**config.mk**
```make
export PLATFORM = sky130hd
export DESIGN_NAME = buscmd_gen
export DESIGN_NICKNAME = d
export VERILOG_FILES = /design/src/rtl/buscmd_pkg.sv /design/src/rtl/buscmd_status_decode.sv /design/src/rtl/buscmd_cycle_fsm.sv /design/src/rtl/buscmd_strobe_gen.sv /design/src/rtl/buscmd_gen.sv
export SDC_FILE = /design/constraint.sdc
export NUM_CORES = 1
export LEC_CHECK = 0
export ABC_AREA = 1
export BUFFER_PORTS_ARGS = -buffer_cell sky130_fd_sc_hd__buf_2
export CAP_MARGIN = 20
export CORE_AREA = 5 5 42 44
export CTS_CLUSTER_DIAMETER = 40
export DETAILED_ROUTE_END_ITERATION = 10
export DIE_AREA = 0 0 47 49
export PLACE_DENSITY = 0.69
export REMOVE_ABC_BUFFERS = 1
export SLEW_MARGIN = 20
export SYNTH_ARGS = -nofsm -noshare
export SYNTH_HDL_FRONTEND = slang
export SYNTH_SLANG_ARGS = --single-unit
```
**constraint.sdc**
```tcl
create_clock -name clk -period 1.5 [get_ports clk]
set_clock_uncertainty 0.2 [all_clocks]
set_input_delay 0.3 -clock clk [delete_from_list [all_inputs] [get_ports clk]]
set_output_delay 0.3 -clock clk [all_outputs]
set_load 0.05 [all_outputs]
```
**src/rtl/buscmd_pkg.sv**
```systemverilog
package buscmd_pkg;

   localparam int STAT_BITS = 3;

   localparam logic [STAT_BITS-1:0] CODE_ACK   = 3'b000;
   localparam logic [STAT_BITS-1:0] CODE_IORD  = 3'b001;
   localparam logic [STAT_BITS-1:0] CODE_IOWR  = 3'b010;
   localparam logic [STAT_BITS-1:0] CODE_HALT  = 3'b011;
   localparam logic [STAT_BITS-1:0] CODE_FETCH = 3'b100;
   localparam logic [STAT_BITS-1:0] CODE_MRD   = 3'b101;
   localparam logic [STAT_BITS-1:0] CODE_MWR   = 3'b110;
   localparam logic [STAT_BITS-1:0] CODE_PASV  = 3'b111;

   // command strobe indices
   localparam int NUM_CMD  = 7;
   localparam int CMD_ACK  = 0;
   localparam int CMD_IORD = 1;
   localparam int CMD_IOWR = 2;
   localparam int CMD_IOAW = 3;
   localparam int CMD_MRD  = 4;
   localparam int CMD_MWR  = 5;
   localparam int CMD_MAW  = 6;

   // strobes that open one state later (T3 instead of T2)
   localparam logic [NUM_CMD-1:0] LATE_MASK =
      (NUM_CMD'(1) << CMD_IOWR) | (NUM_CMD'(1) << CMD_MWR);

   typedef enum logic [2:0] {
      ST_IDLE = 3'd0,
      ST_T1   = 3'd1,
      ST_T2   = 3'd2,
      ST_T3   = 3'd3,
      ST_TW   = 3'd4,
      ST_T4   = 3'd5
   } bus_state_e;

   typedef struct packed {
      logic [NUM_CMD-1:0] want;      // commands this cycle drives
      logic               is_input;  // data flows towards the processor
      logic               has_data;  // a transfer takes place on the data lines
   } cyc_class_t;

endpackage

```
**src/rtl/buscmd_status_decode.sv**
```systemverilog
module buscmd_status_decode
   import buscmd_pkg::*;
#(
   parameter int STAT_W = STAT_BITS
) (
   input  logic [STAT_W-1:0] code,
   output cyc_class_t        cls,
   output logic              passive
);

   always_comb begin
      cls      = '0;
      passive  = 1'b0;
      case (code)
         CODE_ACK: begin
            cls.want[CMD_ACK] = 1'b1;
            cls.is_input      = 1'b1;
            cls.has_data      = 1'b1;
         end
         CODE_IORD: begin
            cls.want[CMD_IORD] = 1'b1;
            cls.is_input       = 1'b1;
            cls.has_data       = 1'b1;
         end
         CODE_IOWR: begin
            cls.want[CMD_IOWR] = 1'b1;
            cls.want[CMD_IOAW] = 1'b1;
            cls.has_data       = 1'b1;
         end
         CODE_FETCH, CODE_MRD: begin
            cls.want[CMD_MRD] = 1'b1;
            cls.is_input      = 1'b1;
            cls.has_data      = 1'b1;
         end
         CODE_MWR: begin
            cls.want[CMD_MWR] = 1'b1;
            cls.want[CMD_MAW] = 1'b1;
            cls.has_data      = 1'b1;
         end
         CODE_HALT: begin
            cls = '0;
         end
         default: begin
            passive = 1'b1;
         end
      endcase
   end

endmodule

```
**src/rtl/buscmd_cycle_fsm.sv**
```systemverilog
module buscmd_cycle_fsm
   import buscmd_pkg::*;
(
   input  logic       clk,
   input  logic       rst_n,
   input  cyc_class_t live_cls,
   input  logic       live_passive,
   input  logic       ready,
   output bus_state_e st,
   output cyc_class_t cls_q
);

   bus_state_e st_d;
   logic       prev_passive_q;
   logic       start;

   // a request is the edge from passive to any other code
   assign start = prev_passive_q & ~live_passive;

   always_comb begin
      st_d = st;
      unique case (st)
         ST_IDLE: if (start) st_d = ST_T1;
         ST_T1:   st_d = ST_T2;
         ST_T2:   st_d = ST_T3;
         ST_T3:   st_d = ready ? ST_T4 : ST_TW;
         ST_TW:   st_d = ready ? ST_T4 : ST_TW;
         ST_T4:   st_d = start ? ST_T1 : ST_IDLE;
         default: st_d = ST_IDLE;
      endcase
   end

   always_ff @(posedge clk or negedge rst_n) begin
      if (!rst_n) begin
         st             <= ST_IDLE;
         prev_passive_q <= 1'b1;
         cls_q          <= '0;
      end else begin
         st             <= st_d;
         prev_passive_q <= live_passive;
         if (st_d == ST_T1) cls_q <= live_cls;
      end
   end

endmodule

```
**src/rtl/buscmd_strobe_gen.sv**
```systemverilog
module buscmd_strobe_gen
   import buscmd_pkg::*;
(
   input  bus_state_e         st,
   input  cyc_class_t         cls,
   output logic               ale,
   output logic               den,
   output logic               dt_r,
   output logic [NUM_CMD-1:0] cmd_n
);

   logic early_win;
   logic late_win;

   assign early_win = (st == ST_T2) | (st == ST_T3) | (st == ST_TW) | (st == ST_T4);
   assign late_win  = (st == ST_T3) | (st == ST_TW) | (st == ST_T4);

   assign ale  = (st == ST_T1);
   assign den  = early_win & cls.has_data;
   assign dt_r = ~((st != ST_IDLE) & cls.is_input);

   for (genvar i = 0; i < NUM_CMD; i++) begin : g_cmd
      if (LATE_MASK[i]) begin : g_late
         assign cmd_n[i] = ~(cls.want[i] & late_win);
      end else begin : g_early
         assign cmd_n[i] = ~(cls.want[i] & early_win);
      end
   end

endmodule

```
**src/rtl/buscmd_gen.sv**
```systemverilog
module buscmd_gen
   import buscmd_pkg::*;
#(
   parameter int STAT_W = STAT_BITS
) (
   input  logic              clk,
   input  logic              rst_n,
   input  logic [STAT_W-1:0] bus_status,
   input  logic              ready,
   output logic              ale,
   output logic              den,
   output logic              dt_r,
   output logic              inta_n,
   output logic              io_rd_n,
   output logic              io_wr_n,
   output logic              io_awr_n,
   output logic              mem_rd_n,
   output logic              mem_wr_n,
   output logic              mem_awr_n
);

   if (STAT_W != STAT_BITS) begin : g_bad_width
      $error("buscmd_gen: STAT_W must equal the status code width");
   end

   cyc_class_t         live_cls;
   cyc_class_t         cls_q;
   logic               live_passive;
   bus_state_e         st;
   logic [NUM_CMD-1:0] cmd_n;

   buscmd_status_decode #(.STAT_W(STAT_W)) u_dec (
      .code    (bus_status),
      .cls     (live_cls),
      .passive (live_passive)
   );

   buscmd_cycle_fsm u_fsm (
      .clk          (clk),
      .rst_n        (rst_n),
      .live_cls     (live_cls),
      .live_passive (live_passive),
      .ready        (ready),
      .st           (st),
      .cls_q        (cls_q)
   );

   buscmd_strobe_gen u_stb (
      .st    (st),
      .cls   (cls_q),
      .ale   (ale),
      .den   (den),
      .dt_r  (dt_r),
      .cmd_n (cmd_n)
   );

   assign inta_n    = cmd_n[CMD_ACK];
   assign io_rd_n   = cmd_n[CMD_IORD];
   assign io_wr_n   = cmd_n[CMD_IOWR];
   assign io_awr_n  = cmd_n[CMD_IOAW];
   assign mem_rd_n  = cmd_n[CMD_MRD];
   assign mem_wr_n  = cmd_n[CMD_MWR];
   assign mem_awr_n = cmd_n[CMD_MAW];

endmodule

```
==> results.tsv <==
metric	value	unit
final_antenna_net_count	0	
placed_cell_area	726	µm²
drc	0	
yosysWarnings	0	
worst_slew_pin_slew	241	ps
ios	16	
setup_ws	-312	ps
grt_pass1_wl	2410	µm
die_area	2300	µm²
synthDistinctLibCells	15	
violations	negative setup slack	
htreeDepth	1	
period_minus_slack	1810	ps
antenna_cells	0	
cap_violations	0	
n_fill_cell	126	
hold_violations	0	
fin_nets	109	
ir_drop	840	µV
critPathKind	reg2out	
grt_overflow	0	
worstSetupEndpointType	primary output	
grt_pass1_vias	555	
gp_congestion	0.733	
path_max_fanout	6	
synth-xor-area-share	0	
setup_viol	10	
wl	1350	µm
synth-seq-cells	11	
rsz0062_at_grt	yes	
synth_compound_area_frac	0.00855	
path_buf_inv	2	
cts_inserted_buffers	3	
syn-instance-count	75	
track_usage	0.142	
syn-cell-area	586	µm²
clockBufferDepth	2	
initial_core_util	0.418	
io_buffers	15	
fin_crit_sh	1.21	
grt_max_degree	12	
p_leak	0.467	nW
clockRootBuffer	clkbuf_4	
slowest_stage	dfrtp_2	
synth.avg_cell_area	7.81	µm²
cts_tree	done	
slew_viol_final	0	
die_h	49	µm
status	finished with violations	
wl_per_cell	11.4	µm
slew_headroom	0.839	
cp_common_cell	nand2_2	
numClockSinks	11	
critPathMaxStageDelay	450	ps
yosys.area_share.simple	0.464	
syn_to_final_growth	56.8	%
fin_util	0.655	
hold_class	in2reg	
ys_seq_area_frac	0.472	
fp-row-count	14	
vias	566	
vias_per_cell	4.80	
fin_area	918	µm²
drt-initial-drc-count	12	
path_clk_slew	70	ps
cp_cell_sequence	nor2_4 > nand2_2 > nand3_4 > nand2_2 > inv_2 > buf_8	
crit_family	flip-flops	
drive_gt1_frac	0.529	
fmax	0.552	GHz
critPathRequiredTime	1000	ps
coreArea	1400	µm²
power.density	2190	nW/µm²
hpwl	974	µm
synth_mux_area_frac	0	
arrival	1310	ps
clkLatencyLatePin	260	ps
firstDrtPassIters	4	
start_kind	flop	
antenna_found_initial	0	
synth-adder-area-share	0	
die_w	47	µm
synth_top_family_by_area	simple AND/OR/NAND/NOR gates	
cell usage in the layout (no fill, tap or decap):
cell and count:
dfrtp_1 7, nand3_1 10, buf_2 5, nand2_8 2, buf_4 4, buf_6 11
nor2_1 3, nor2_2 1, dfrtp_2 3, inv_4 1, inv_2 3, nand3_4 1
buf_8 2, nand2_4 2, dfstp_2 1, or2_2 1, nand2_1 19, o21ai_0 1
clkbuf_1 1, dlygate4sd3_1 1, nor3_1 2, nor2_4 1, nand2_2 11, clkbuf_4 3
nand3_2 2, inv_1 4
synth_stat cells (all sizes together):
cell type	count	area share
or2	1	0.011
inv	8	0.056
nor2	5	0.032
nand2	34	0.27
o21ai	1	0.0085
dfrtp	10	0.43
dfstp	1	0.045
nor3	2	0.017
nand3	13	0.14
per-layer routing:
metal  part of all wire  vias up  GRT usage
li1                   -      292          -
met1               0.40      256      0.174
met2               0.53       16      0.238
met3              0.058        2     0.0221
met4              0.011        0     0.0553
met5                  0        -          0
flip-flops by register name (all words and copies together), names as in the netlist:
signal,flops
u_fsm.cls_q,7
u_fsm.st,3
u_fsm.prev_passive_q,1
tightest hold or removal path, delay by kind of cell:
| family | cells | cell delay, ps |
|---|---|---|
| and+or+nand+nor | 2 | 110 |
| buffers and inverters | 1 | 80 |
cell families after synthesis:
kind of cell           after synthesis
AO/OA/AOI/OAI                        1
AND/OR/NAND/NOR                     55
buffers and inverters                8
flip-flops                          11
path summary, 6_finish.rpt:
check	start	slack, ps	cells after the start	endpoint
worst max-delay path	u_fsm.st[1]$_DFF_PN0_	-310	6	den
min in group asynchronous	rst_n	220	2	u_fsm.cls_q[1]$_DFFE_PN0N_
worst min register to register	u_fsm.cls_q[6]$_DFFE_PN0N_	290	2	u_fsm.cls_q[6]$_DFFE_PN0N_
max in group asynchronous	rst_n	620	2	u_fsm.prev_passive_q$_DFF_PN1_
worst min-delay path	ready	60	3	u_fsm.st[0]$_DFF_PN0_
worst max register to register	u_fsm.st[1]$_DFF_PN0_	20	8	u_fsm.cls_q[2]$_DFFE_PN0N_
area by class of cell:
cell class	count	area, µm²	share of cell area
well taps	16	20.0	0.0218
clock buffers	4	26.3	0.0286
flip-flops and latches	11	280	0.305
repair buffers	23	219	0.238
inverters	8	32.5	0.0354
multi-input cells	56	340	0.371
report_power, final:
group	switching, W	internal (W)	leakage [nW]
sequential	0.000128	0.000416	0.137
combinational	0.000741	0.000528	0.315
clock	0.0000940	0.000103	0.0150
repair_timing:
| action | in CTS | in global routing |
|---|---|---|
| setup endpoints to repair | 17 | 18 |
| hold buffers | 1 | 0 |
| resized for setup | 31 | 18 |
| cloned | 0 | 0 |
| pin swaps | 4 | 6 |
| buffers inserted | 0 | 3 |
| endpoints found under the hold margin | 11 | 0 |
stage by stage:
step | cells | hold WS [ps] | total power (W) | setup TNS [ps] | setup slack [ps]
6_report | 118 | 59.5 | 0.00201 | -2740 | -312
5_1_grt | 118 | 90.2 | 0.00214 | -3450 | -371
4_1_cts | 117 | 58.9 | 0.00186 | -2830 | -337
3_5_place_dp | 112 | -20.3 | 0.00141 | -709 | -173
3_3_place_gp | 112 | -21.4 | 0.00138 | -181 | -84.2
2_1_floorplan | 75 | -196 | 0.00112 | -587 | -167
No activity file was read; power rests on OpenSTA's default activity.
